[config.mk]
export PLATFORM = sky130hd
export DESIGN_NAME = stk_seq
export DESIGN_NICKNAME = d
export VERILOG_FILES = /design/src/rtl/stk_pkg.sv /design/src/rtl/stk_uop_decode.sv /design/src/rtl/stk_step_ctrl.sv /design/src/rtl/stk_datapath.sv /design/src/rtl/stk_seq.sv
export SDC_FILE = /design/constraint.sdc
export NUM_CORES = 1
export LEC_CHECK = 0
export ABC_CLOCK_PERIOD_IN_PS = 2300
export BUFFER_PORTS_ARGS = -buffer_cell sky130_fd_sc_hd__buf_4
export CORE_MARGIN = 10
export CORE_UTILIZATION = 48
export DETAILED_ROUTE_END_ITERATION = 8
export PLACE_DENSITY = 0.73
export SETUP_SLACK_MARGIN = 0.4
export SLEW_MARGIN = 20
export SYNTH_ARGS = -nofsm -noshare
export SYNTH_HDL_FRONTEND = slang
export SYNTH_SLANG_ARGS = --single-unit
[constraint.sdc]
create_clock -name clk -period 2.3 [get_ports clk]
set_input_delay 0.23 -clock clk [delete_from_list [all_inputs] [get_ports clk]]
set_output_delay 0.23 -clock clk [all_outputs]
set_load 0.005 [all_outputs]
[src/rtl/stk_pkg.sv]
package stk_pkg;

  // status bit positions
  localparam int FLAG_N = 7;
  localparam int FLAG_U = 5;
  localparam int FLAG_B = 4;
  localparam int FLAG_I = 2;
  localparam int FLAG_Z = 1;

  typedef enum logic [2:0] {
    OP_BREAK  = 3'd0,
    OP_CALL   = 3'd1,
    OP_RETURN = 3'd2,
    OP_PUSH_P = 3'd3,
    OP_PULL_P = 3'd4,
    OP_PULL_A = 3'd5
  } stk_op_e;

  typedef enum logic [1:0] {
    AS_PC,
    AS_STACK,
    AS_VEC_LO,
    AS_VEC_HI
  } addr_sel_e;

  typedef enum logic [1:0] {
    WS_PCH,
    WS_PCL,
    WS_STATUS
  } wdat_sel_e;

  typedef enum logic [2:0] {
    DST_NONE,
    DST_TMP,
    DST_PCL,
    DST_PCH,
    DST_JOIN,
    DST_STATUS,
    DST_ACC
  } dst_e;

  typedef struct packed {
    logic      access;
    logic      we;
    addr_sel_e asel;
    wdat_sel_e wsel;
    logic      sp_pre_inc;
    logic      sp_post_dec;
    logic      pc_inc;
    logic      set_i;
    dst_e      dst;
  } stk_uop_t;

  function automatic stk_uop_t mk_uop(
      input logic access, input logic we, input addr_sel_e asel,
      input wdat_sel_e wsel, input logic pre, input logic dec,
      input logic pcinc, input logic seti, input dst_e dst);
    stk_uop_t u;
    u.access      = access;
    u.we          = we;
    u.asel        = asel;
    u.wsel        = wsel;
    u.sp_pre_inc  = pre;
    u.sp_post_dec = dec;
    u.pc_inc      = pcinc;
    u.set_i       = seti;
    u.dst         = dst;
    return u;
  endfunction

endpackage

[src/rtl/stk_uop_decode.sv]
module stk_uop_decode
  import stk_pkg::*;
#(
  parameter int STEP_W = 3
) (
  input  stk_op_e             op,
  input  logic [STEP_W-1:0]   step,
  output stk_uop_t            uop,
  output logic                last
);

  // shorthand micro-ops
  localparam stk_uop_t U_IDLE  = mk_uop(1'b0, 1'b0, AS_PC,    WS_PCH,    1'b0, 1'b0, 1'b0, 1'b0, DST_NONE);
  localparam stk_uop_t U_RDPC  = mk_uop(1'b1, 1'b0, AS_PC,    WS_PCH,    1'b0, 1'b0, 1'b0, 1'b0, DST_NONE);
  localparam stk_uop_t U_RDSTK = mk_uop(1'b1, 1'b0, AS_STACK, WS_PCH,    1'b0, 1'b0, 1'b0, 1'b0, DST_NONE);

  always_comb begin
    uop  = U_IDLE;
    last = 1'b0;
    case (op)
      OP_BREAK: begin
        case (int'(step))
          0: uop = mk_uop(1'b1, 1'b0, AS_PC, WS_PCH, 1'b0, 1'b0, 1'b1, 1'b0, DST_NONE);
          1: uop = mk_uop(1'b1, 1'b1, AS_STACK, WS_PCH, 1'b0, 1'b1, 1'b0, 1'b0, DST_NONE);
          2: uop = mk_uop(1'b1, 1'b1, AS_STACK, WS_PCL, 1'b0, 1'b1, 1'b0, 1'b0, DST_NONE);
          3: uop = mk_uop(1'b1, 1'b1, AS_STACK, WS_STATUS, 1'b0, 1'b1, 1'b0, 1'b1, DST_NONE);
          4: uop = mk_uop(1'b1, 1'b0, AS_VEC_LO, WS_PCH, 1'b0, 1'b0, 1'b0, 1'b0, DST_PCL);
          default: begin
            uop  = mk_uop(1'b1, 1'b0, AS_VEC_HI, WS_PCH, 1'b0, 1'b0, 1'b0, 1'b0, DST_PCH);
            last = 1'b1;
          end
        endcase
      end
      OP_CALL: begin
        case (int'(step))
          0: uop = mk_uop(1'b1, 1'b0, AS_PC, WS_PCH, 1'b0, 1'b0, 1'b1, 1'b0, DST_TMP);
          1: uop = U_RDSTK;
          2: uop = mk_uop(1'b1, 1'b1, AS_STACK, WS_PCH, 1'b0, 1'b1, 1'b0, 1'b0, DST_NONE);
          3: uop = mk_uop(1'b1, 1'b1, AS_STACK, WS_PCL, 1'b0, 1'b1, 1'b0, 1'b0, DST_NONE);
          default: begin
            uop  = mk_uop(1'b1, 1'b0, AS_PC, WS_PCH, 1'b0, 1'b0, 1'b0, 1'b0, DST_JOIN);
            last = 1'b1;
          end
        endcase
      end
      OP_RETURN: begin
        case (int'(step))
          0: uop = U_RDPC;
          1: uop = U_RDSTK;
          2: uop = mk_uop(1'b1, 1'b0, AS_STACK, WS_PCH, 1'b1, 1'b0, 1'b0, 1'b0, DST_PCL);
          3: uop = mk_uop(1'b1, 1'b0, AS_STACK, WS_PCH, 1'b1, 1'b0, 1'b0, 1'b0, DST_PCH);
          default: begin
            uop  = mk_uop(1'b1, 1'b0, AS_PC, WS_PCH, 1'b0, 1'b0, 1'b1, 1'b0, DST_NONE);
            last = 1'b1;
          end
        endcase
      end
      OP_PUSH_P: begin
        if (int'(step) == 0) begin
          uop = U_RDPC;
        end else begin
          uop  = mk_uop(1'b1, 1'b1, AS_STACK, WS_STATUS, 1'b0, 1'b1, 1'b0, 1'b0, DST_NONE);
          last = 1'b1;
        end
      end
      OP_PULL_P, OP_PULL_A: begin
        case (int'(step))
          0: uop = U_RDPC;
          1: uop = U_RDSTK;
          default: begin
            uop  = mk_uop(1'b1, 1'b0, AS_STACK, WS_PCH, 1'b1, 1'b0, 1'b0, 1'b0,
                          (op == OP_PULL_P) ? DST_STATUS : DST_ACC);
            last = 1'b1;
          end
        endcase
      end
      default: begin
        uop  = U_IDLE;
        last = 1'b1;
      end
    endcase
  end

endmodule

[src/rtl/stk_step_ctrl.sv]
module stk_step_ctrl
  import stk_pkg::*;
#(
  parameter int STEP_W = 3
) (
  input  logic              clk,
  input  logic              rst_n,
  input  logic              cmd_valid,
  input  logic [2:0]        cmd_op,
  input  logic              res_ready,
  input  logic              last,
  output logic              cmd_ready,
  output logic              res_valid,
  output logic              load,
  output logic              busy,
  output stk_op_e           op_q,
  output logic [STEP_W-1:0] step
);

  typedef enum logic [1:0] {ST_IDLE, ST_BUSY, ST_DONE} st_e;
  st_e state;

  assign cmd_ready = (state == ST_IDLE);
  assign res_valid = (state == ST_DONE);
  assign busy      = (state == ST_BUSY);
  assign load      = cmd_valid && cmd_ready;

  always_ff @(posedge clk or negedge rst_n) begin
    if (!rst_n) begin
      state <= ST_IDLE;
      step  <= '0;
      op_q  <= OP_BREAK;
    end else begin
      case (state)
        ST_IDLE: if (load) begin
          state <= ST_BUSY;
          step  <= '0;
          op_q  <= stk_op_e'(cmd_op);
        end
        ST_BUSY: begin
          if (last) state <= ST_DONE;
          else      step  <= step + 1'b1;
        end
        default: if (res_ready) state <= ST_IDLE;
      endcase
    end
  end

endmodule

[src/rtl/stk_datapath.sv]
module stk_datapath
  import stk_pkg::*;
#(
  parameter int          DATA_W     = 8,
  parameter int          CYC_W      = 4,
  parameter int          FETCH_CYC  = 1,
  parameter logic [7:0]  STACK_PAGE = 8'h01,
  parameter logic [15:0] IRQ_VEC    = 16'hFFFE,
  localparam int         ADDR_W     = 2 * DATA_W
) (
  input  logic              clk,
  input  logic              rst_n,
  input  logic              load,
  input  logic              busy,
  input  stk_uop_t          uop,
  input  logic [ADDR_W-1:0] cmd_pc,
  input  logic [DATA_W-1:0] cmd_sp,
  input  logic [DATA_W-1:0] cmd_status,
  input  logic [DATA_W-1:0] cmd_acc,
  input  logic [DATA_W-1:0] mem_rdata,
  output logic              mem_en,
  output logic              mem_we,
  output logic [ADDR_W-1:0] mem_addr,
  output logic [DATA_W-1:0] mem_wdata,
  output logic [ADDR_W-1:0] pc,
  output logic [DATA_W-1:0] sp,
  output logic [DATA_W-1:0] status,
  output logic [DATA_W-1:0] acc,
  output logic [CYC_W-1:0]  cycles
);

  logic [DATA_W-1:0] tmp;
  logic [DATA_W-1:0] sp_eff;
  logic [DATA_W-1:0] pushed_status;

  assign sp_eff        = uop.sp_pre_inc ? sp + 1'b1 : sp;
  assign pushed_status = status | DATA_W'(1 << FLAG_B) | DATA_W'(1 << FLAG_U);
  assign mem_en        = busy && uop.access;
  assign mem_we        = mem_en && uop.we;

  always_comb begin
    case (uop.asel)
      AS_STACK:  mem_addr = {STACK_PAGE, sp_eff};
      AS_VEC_LO: mem_addr = IRQ_VEC;
      AS_VEC_HI: mem_addr = IRQ_VEC + 16'd1;
      default:   mem_addr = pc;
    endcase
    case (uop.wsel)
      WS_PCH:    mem_wdata = pc[ADDR_W-1:DATA_W];
      WS_PCL:    mem_wdata = pc[DATA_W-1:0];
      default:   mem_wdata = pushed_status;
    endcase
  end

  always_ff @(posedge clk or negedge rst_n) begin
    if (!rst_n) begin
      pc     <= '0;
      sp     <= '0;
      status <= '0;
      acc    <= '0;
      tmp    <= '0;
      cycles <= '0;
    end else if (load) begin
      pc     <= cmd_pc;
      sp     <= cmd_sp;
      status <= cmd_status;
      acc    <= cmd_acc;
      cycles <= CYC_W'(FETCH_CYC);
    end else if (busy) begin
      if (uop.pc_inc) pc <= pc + 1'b1;
      if (uop.sp_pre_inc)       sp <= sp + 1'b1;
      else if (uop.sp_post_dec) sp <= sp - 1'b1;
      if (uop.set_i) status[FLAG_I] <= 1'b1;
      if (uop.access) begin
        cycles <= cycles + 1'b1;
        case (uop.dst)
          DST_TMP:  tmp <= mem_rdata;
          DST_PCL:  pc[DATA_W-1:0] <= mem_rdata;
          DST_PCH:  pc[ADDR_W-1:DATA_W] <= mem_rdata;
          DST_JOIN: pc <= {mem_rdata, tmp};
          DST_STATUS: begin
            status         <= mem_rdata;
            status[FLAG_B] <= 1'b0;
            status[FLAG_U] <= 1'b1;
          end
          DST_ACC: begin
            acc            <= mem_rdata;
            status[FLAG_N] <= mem_rdata[DATA_W-1];
            status[FLAG_Z] <= (mem_rdata == '0);
          end
          default: ;
        endcase
      end
    end
  end

endmodule

[src/rtl/stk_seq.sv]
module stk_seq
  import stk_pkg::*;
#(
  parameter int          DATA_W     = 8,
  parameter int          STEP_W     = 3,
  parameter int          CYC_W      = 4,
  parameter int          FETCH_CYC  = 1,
  parameter logic [7:0]  STACK_PAGE = 8'h01,
  parameter logic [15:0] IRQ_VEC    = 16'hFFFE,
  localparam int         ADDR_W     = 2 * DATA_W
) (
  input  logic              clk,
  input  logic              rst_n,
  input  logic              cmd_valid,
  output logic              cmd_ready,
  input  logic [2:0]        cmd_op,
  input  logic [ADDR_W-1:0] cmd_pc,
  input  logic [DATA_W-1:0] cmd_sp,
  input  logic [DATA_W-1:0] cmd_status,
  input  logic [DATA_W-1:0] cmd_acc,
  output logic              res_valid,
  input  logic              res_ready,
  output logic [ADDR_W-1:0] res_pc,
  output logic [DATA_W-1:0] res_sp,
  output logic [DATA_W-1:0] res_status,
  output logic [DATA_W-1:0] res_acc,
  output logic [CYC_W-1:0]  res_cycles,
  output logic              mem_en,
  output logic              mem_we,
  output logic [ADDR_W-1:0] mem_addr,
  output logic [DATA_W-1:0] mem_wdata,
  input  logic [DATA_W-1:0] mem_rdata
);

  stk_op_e           op_q;
  logic [STEP_W-1:0] step;
  stk_uop_t          uop;
  logic              last;
  logic              load;
  logic              busy;

  stk_step_ctrl #(.STEP_W(STEP_W)) u_ctrl (
    .clk       (clk),
    .rst_n     (rst_n),
    .cmd_valid (cmd_valid),
    .cmd_op    (cmd_op),
    .res_ready (res_ready),
    .last      (last),
    .cmd_ready (cmd_ready),
    .res_valid (res_valid),
    .load      (load),
    .busy      (busy),
    .op_q      (op_q),
    .step      (step)
  );

  stk_uop_decode #(.STEP_W(STEP_W)) u_dec (
    .op   (op_q),
    .step (step),
    .uop  (uop),
    .last (last)
  );

  stk_datapath #(
    .DATA_W     (DATA_W),
    .CYC_W      (CYC_W),
    .FETCH_CYC  (FETCH_CYC),
    .STACK_PAGE (STACK_PAGE),
    .IRQ_VEC    (IRQ_VEC)
  ) u_dp (
    .clk        (clk),
    .rst_n      (rst_n),
    .load       (load),
    .busy       (busy),
    .uop        (uop),
    .cmd_pc     (cmd_pc),
    .cmd_sp     (cmd_sp),
    .cmd_status (cmd_status),
    .cmd_acc    (cmd_acc),
    .mem_rdata  (mem_rdata),
    .mem_en     (mem_en),
    .mem_we     (mem_we),
    .mem_addr   (mem_addr),
    .mem_wdata  (mem_wdata),
    .pc         (res_pc),
    .sp         (res_sp),
    .status     (res_status),
    .acc        (res_acc),
    .cycles     (res_cycles)
  );

endmodule

[After elaboration in Yosys (flattened, before gate mapping)]
Index checks and enable logic that the tools add are counted.
Cells by class
  add/sub/neg operators: 5
  multiply operators: 0
  divide/modulo/power cells: 0
  $lt $le $gt $ge: 0
  eq/ne operators: 24
  shift-type cells: 0
  mux-type cells: 47
  bitwise operators: 1
  reduce and logical (&&, ||, !) cells: 35
Operators with widths (number)
  2-to-1 mux 8 bit: 13
  one-hot mux 13 bit (5 select lines): 1
  2-to-1 mux 16 bit: 4
  one-hot mux 12 bit (5 select lines): 1
  one-hot mux 12 bit (4 select lines): 1
  one-hot mux 16 bit (3 select lines): 1
  one-hot mux 10 bit (4 select lines): 1
  one-hot mux 8 bit (2 select lines): 2
  one-hot mux 10 bit (2 select lines): 1
  == test 3 x 2 -> 1 bit, second input constant: 6
  == test 3 bit, second input constant: 6
  AND reduction 3 bit: 6
  adder 16 x 1 -> 16 bit, second input constant: 1
  2-to-1 mux 12 bit: 1
  2-to-1 mux 4 bit: 3
  nonzero test 2 bit: 6
  OR reduction 2 bit: 5
  == test 3 x 1 -> 1 bit, second input constant: 3
  zero test 3 bit: 3
  nonzero test 3 bit: 3
  adder 8 x 1 -> 8 bit, second input constant: 1
  zero test 8 bit: 1
  2-to-1 mux 2 bit: 4
  subtractor 8 x 1 -> 8 bit, second input constant: 1
  19 further kinds: 37
Storage, ports and cells
  register bits after elaboration: 60
  latch bits: 0
  RAM bits: 0
  ROM bits: 0
  input bits: 55
  output and inout port bits: 72
  logic and storage cells: 124
  memories kept: 0

[Logic depth before layout (Yosys ltp)]
  depth in word-level cells: 10
  mapped depth: 12
  mapped depth without buffers: 8

[By module]
From an unflattened synthesis, not the netlist that was laid out.
Unflattened totals
  cell total of the unflattened synthesis: 489
  area total of the unflattened synthesis: 4351.7 µm²
Modules (own cells, without submodules)
  stk_datapath: instances 1, cells an instance 402, area an instance 3583.4 µm², sequential area each 1301.2 µm²
  stk_step_ctrl: instances 1, cells an instance 32, area an instance 396.6 µm², sequential area each 200.2 µm²
  stk_uop_decode: instances 1, cells an instance 55, area an instance 371.6 µm², sequential area each 0.0 µm²

[Worst setup path after synthesis]
OpenSTA, ideal clock, no wires.
  path type: register to register
  start: reg u_ctrl.step[1]
  end: reg u_dp.pc[10]
  setup time: 0.095 ns
  data arrival time: 2.432 ns
  data required time: 2.205 ns
  slack: -0.228 ns
  stages on the path, launching flop included: 12
  path buffers: 3
  clock period less this slack: 2.528 ns
  cells stage by stage: dfrtp_1 buf_2 inv_1 ha_1 clkbuf_1 nor3_1 o21ai_0 and3b_1 nor4_2 buf_4 mux2_2 o31ai_1
Between the ends
  word-level cells in the longest chain between the ends: 9
  elaborated cells between the ends (all ways): 18
  classes of those cells: eq/ne (6); mux (10); reduce/logical (2)
Ends and longest elaborated chain
  from (decl): line stk_step_ctrl.sv:17  | output logic [STEP_W-1:0] step
  from (signal assigned): line stk_step_ctrl.sv:42  | else step <= step + 1'b1;
  == test 3 bit, or another cell as far along: line stk_uop_decode.sv:22  | case (int'(step))
  one-hot mux 12 bit (5 select lines), or another cell as far along: line stk_uop_decode.sv:22
  one-hot mux 13 bit (5 select lines) *: line stk_uop_decode.sv:20  | case (op)
  == test 3 x 2 -> 1 bit or == test 3 bit (tied branches): line stk_datapath.sv:76  | case (uop.dst)
  OR reduction 2 bit (no line)
  2-to-1 mux 8 bit: line stk_datapath.sv:76
  2-to-1 mux 16 bit *: line stk_datapath.sv:74  | if (uop.access) begin
  2-to-1 mux 16 bit *: line stk_datapath.sv:69  | end else if (busy) begin
  2-to-1 mux 16 bit *: line stk_datapath.sv:63  | end else if (load) begin
  to (signal assigned): line stk_datapath.sv:64  | pc <= cmd_pc;
  to (signal assigned): line stk_datapath.sv:70  | if (uop.pc_inc) pc <= pc + 1'b1;
  to (signal, indexed assignment): line stk_datapath.sv:78  | DST_PCL: pc[DATA_W-1:0] <= mem_rdata;
  to (decl): line stk_datapath.sv:25  | output logic [ADDR_W-1:0] pc,
Every way passes the cells marked *; elsewhere a longest branch is shown, timed or not. The select of a mux whose other input is x is not followed.
A chain may end at the register's enable or synchronous reset.

[Final worst setup path]
  start: reg u_ctrl.step[0]
  end: out mem_addr[1]
Between the ends
  word-level cells in the longest chain between the ends: 5
  elaborated cells between the ends (all ways): 17
  classes of those cells: eq/ne (7); mux (8); reduce/logical (2)
Ends and longest elaborated chain
  == test 3 bit, or another cell as far along: line stk_uop_decode.sv:22
  one-hot mux 12 bit (5 select lines), or another cell as far along: line stk_uop_decode.sv:22
  one-hot mux 13 bit (5 select lines) *: line stk_uop_decode.sv:20
  == test 2 bit, or another cell as far along: line stk_datapath.sv:42  | case (uop.asel)
  one-hot mux 16 bit (3 select lines) *: line stk_datapath.sv:42
  to (decl): line stk_seq.sv:30  | output logic [ADDR_W-1:0] mem_addr,
Every way passes the cells marked *; elsewhere a longest branch is shown, timed or not.

==> flow_metrics.py <==
metrics = {
    "pwr": {
        "ir_drop_v": 0.000968,
        "powerDensity_nw_per_um2": 1670,
        "power.leakage_nw": 3.30,
    },
    "timing": {
        "finalSetupViolCount": 52,
        "finalCriticalPeriod_ns": 2.56,
        "whs_ns": 0.0743,
        "max_freq_mhz": 390,
        "worst_slew_pin_slew_ns": 0.851,
        "slew_violations": 0,
        "period_share_pct": 112,
        "rsz0062_at_grt": "yes",
        "fin_ws_ns": -0.265,
        "hold_viol_final": 0,
        "finalClockSkew_ns": 0.0168,
        "slew_headroom_pct": 43.3,
    },
    "synthesis": {
        "syn_area_um2": 4600,
        "synth_edf_count": 0,
        "synth_seq_area_share_pct": 32.7,
        "synth_cell_types": 75,
        "avgSynthCellArea_um2": 8.27,
        "netlist_instances": 556,
        "synth_nets": 622,
        "yosys-top-cells-area": "dfrtp_1 (33%), nand2_1 (5.7%), mux2i_1 (5.4%)",
        "async_flop_share_pct": 100,
        "yosys_warnings": 0,
        "yosysMostFrequentCell": "nand2_1",
        "synth_top_area_share_pct": 32.7,
        "synth-seq-cells": 60,
        "yosysTopAreaCell": "dfrtp_1",
        "yosys_most_used_dff": "dfrtp_1",
        "ys_top_cells_by_count": "nand2_1 (70), dfrtp_1 (60), o21ai_0 (46), nor2_1 (38), a21oi_1 (35)",
    },
    "drt": {
        "drt_iter0_markers": 634,
        "vias": 5418,
        "first_pass_iters": 7,
        "drtAntennaViolNets": 0,
        "drt_wl_total_um": 19300,
        "vias_per_cell": 6.06,
        "drc": 0,
        "wl_per_cell_um": 21.6,
    },
    "die": {
        "rows": 35,
        "io_pins": 127,
        "die_h_um": 118,
        "core_area_um2": 9280,
        "die_area_um2": 13900,
        "die_w_um": 118,
        "floorplan.initialDensity_pct": 49.5,
    },
    "grt": {
        "grt_pass1_wl_um": 29000,
        "antenna_found_initial": 0,
        "grt_max_degree": 61,
        "grt_usage_pct": 25.3,
        "grt_pass1_vias": 5295,
        "grt_overflow": 0,
    },
    "final_layout": {
        "final-seq-area_um2": 1510,
        "post-route-util_pct": 80.3,
        "final_nets": 826,
        "drive_gt1_share_pct": 49.2,
        "areaGrowthSynthToFinish_pct": 62.0,
        "diodes": 0,
        "instances_no_fill": 894,
        "n_fill_cell": 626,
        "final_cell_area_um2": 7450,
        "multi_input_area_um2": 3520,
    },
    "place": {
        "dpl.hpwl_um": 12700,
        "post-place-ws_ns": -0.0794,
        "port_buffers": 126,
        "dpl_cell_area_um2": 6150,
        "dp_cells": 831,
        "gp_congestion": 0.946,
    },
    "critical_path": {
        "cp_num_buf_inv": 3,
        "required_ns": 2.07,
        "slowest_stage": "dfrtp_2",
        "reg2reg_depth": 10,
        "cp_cell_sequence": "inv_2 > ha_4 > o21bai_4 > a31oi_1 > o211ai_1 > o311ai_4 > buf_4 > mux2i_1 > nand2_1 > buf_6",
        "cpPeakStageDelay_ns": 0.45,
        "cp-start-kind": "flip-flop",
        "worst-path-max-fanout": 4,
        "critical_path_class": "reg -> out",
        "path_delay_family": "compound AO/OA/AOI/OAI gates",
        "worstReg2RegStart": "u_ctrl.step[0]",
        "reg2reg_to": "u_dp.pc[13]",
        "critPathArrivalTime_ns": 2.33,
        "end_kind": "output pin",
        "ff2ff_setup_slack_ns": -0.26,
    },
    "worst_hold_path": {
        "hold_class": "in -> reg",
        "hold_path_depth": 3,
        "holdPathEnd": "u_ctrl.op_q[1]",
        "worstHoldStart": "cmd_op[1]",
    },
    "cts": {
        "htreeDepth": 3,
        "cts_tree": "done",
        "clock-root-buffer": "clkbuf_8",
        "clkLatencyLatePin_ns": 0.36,
        "cts-buffers-inserted": 9,
        "clkTransAtPathRegs_ns": 0.07,
        "cts.sinks": 60,
        "clk_path_buf_depth": 2,
    },
    "flow_run": {
        "drv_cap": 0,
    },
    "run_status": {
        "status": "finished, violations left",
        "violations": "negative setup slack",
    },
}
-- timing repair --
item,in CTS,in global routing
resized for setup,93,81
hold buffers,1,0
pin swaps,29,64
setup buffers,20,21
cloned,3,2
hold endpoints to repair,26,0
endpoints found under the setup margin,73,68
-- worst max path at each step --
stage                         startpoint     endpoint  slack (ns)  depth (start not counted)
final                     u_ctrl.step[0]  mem_addr[1]       -0.26                         10
after global routing      u_ctrl.step[0]  mem_addr[1]       -0.38                         10
after CTS                 u_ctrl.step[1]  mem_addr[1]       -0.25                         10
after detailed placement  u_ctrl.step[0]   u_dp.pc[5]       -0.08                          9
after global placement    u_ctrl.step[2]   u_dp.pc[1]       -0.03                          7
after floorplan           u_ctrl.step[2]  u_dp.pc[10]        0.05                         11
-- tightest hold or removal path, stage by stage --
cell and delay, ns:
buf_4 0.08, nand2_1 0.04, nand2_1 0.05
-- cell usage in the layout (no fill, tap or decap), drive strengths merged, types with 3 or more instances in the layout --
cell and instances:
nor2 38, clkbuf 10, nor4 4, a211oi 4, a2111oi 3, and3 5, o21a 3, mux2i 25
nand3 22, xnor2 9, a311o 3, a221o 3, a211o 4, nand2 71, ha 11, o22ai 4
clkinv 5, or3 9, nand3b 3, nand4 3, buf 229, nand2b 4, mux2 15, a21oi 37
a31oi 15, nand4b 3, inv 27, xor2 8, dfrtp 60, nor2b 7, o21ai 51, a21o 3
o211ai 7, a22oi 6, nor3 14
-- metal layers --
metal  track usage, %  wire length [um]  up-vias
met2             42.6              9280      307
met1             31.7              7930     2614
met5                0                 0        -
met3             5.61              1530       57
met4             7.42               565        0
li1                 -                 -     2440
-- metrics by stage --
stage / setup TNS, ns / power (mW)
after floorplan: 0 / 6.11
after global placement: -0.129 / 9.06
after detailed placement: -0.776 / 9.20
after CTS: -6.21 / 11.3
after global routing: -13.97 / 13.2
final: -8.97 / 12.5
-- report_power, final --
| group | switching, mW | internal, mW | total (mW) |
|---|---|---|---|
| Clock | 0.507 | 0.506 | 1.01 |
| Combinational | 4.47 | 4.64 | 9.11 |
| Sequential | 0.759 | 1.59 | 2.34 |
-- cells by family after synthesis --
kind of cell / share of synthesized area, %
and+or+nand+nor: 22.1
AOI/OAI and AO/OA: 23.5
muxes: 9.12
xor gates and xnor gates: 3.24
adders and majority gates: 2.99
buffers and inverters: 6.37
DFF: 32.7
-- cell type report --
| class | count | share of cell area [%] |
|---|---|---|
| inverters | 26 | 1.41 |
| clock inverters | 7 | 1.01 |
| well taps | 129 | 2.17 |
| multi-input cells | 432 | 47.2 |
| clock buffers | 9 | 1.66 |
| repair buffers | 231 | 26.3 |
| flip-flops and latches | 60 | 20.3 |
-- flip-flops by register name (all words and copies together) (netlist names) --
signal        count
u_dp.status       8
u_ctrl.op_q       3
u_dp.sp           8
u_dp.pc          16
u_ctrl.state      2
u_dp.cycles       4
u_dp.acc          8
u_dp.tmp          8
u_ctrl.step       3
Power figures use the tool's default switching activity.
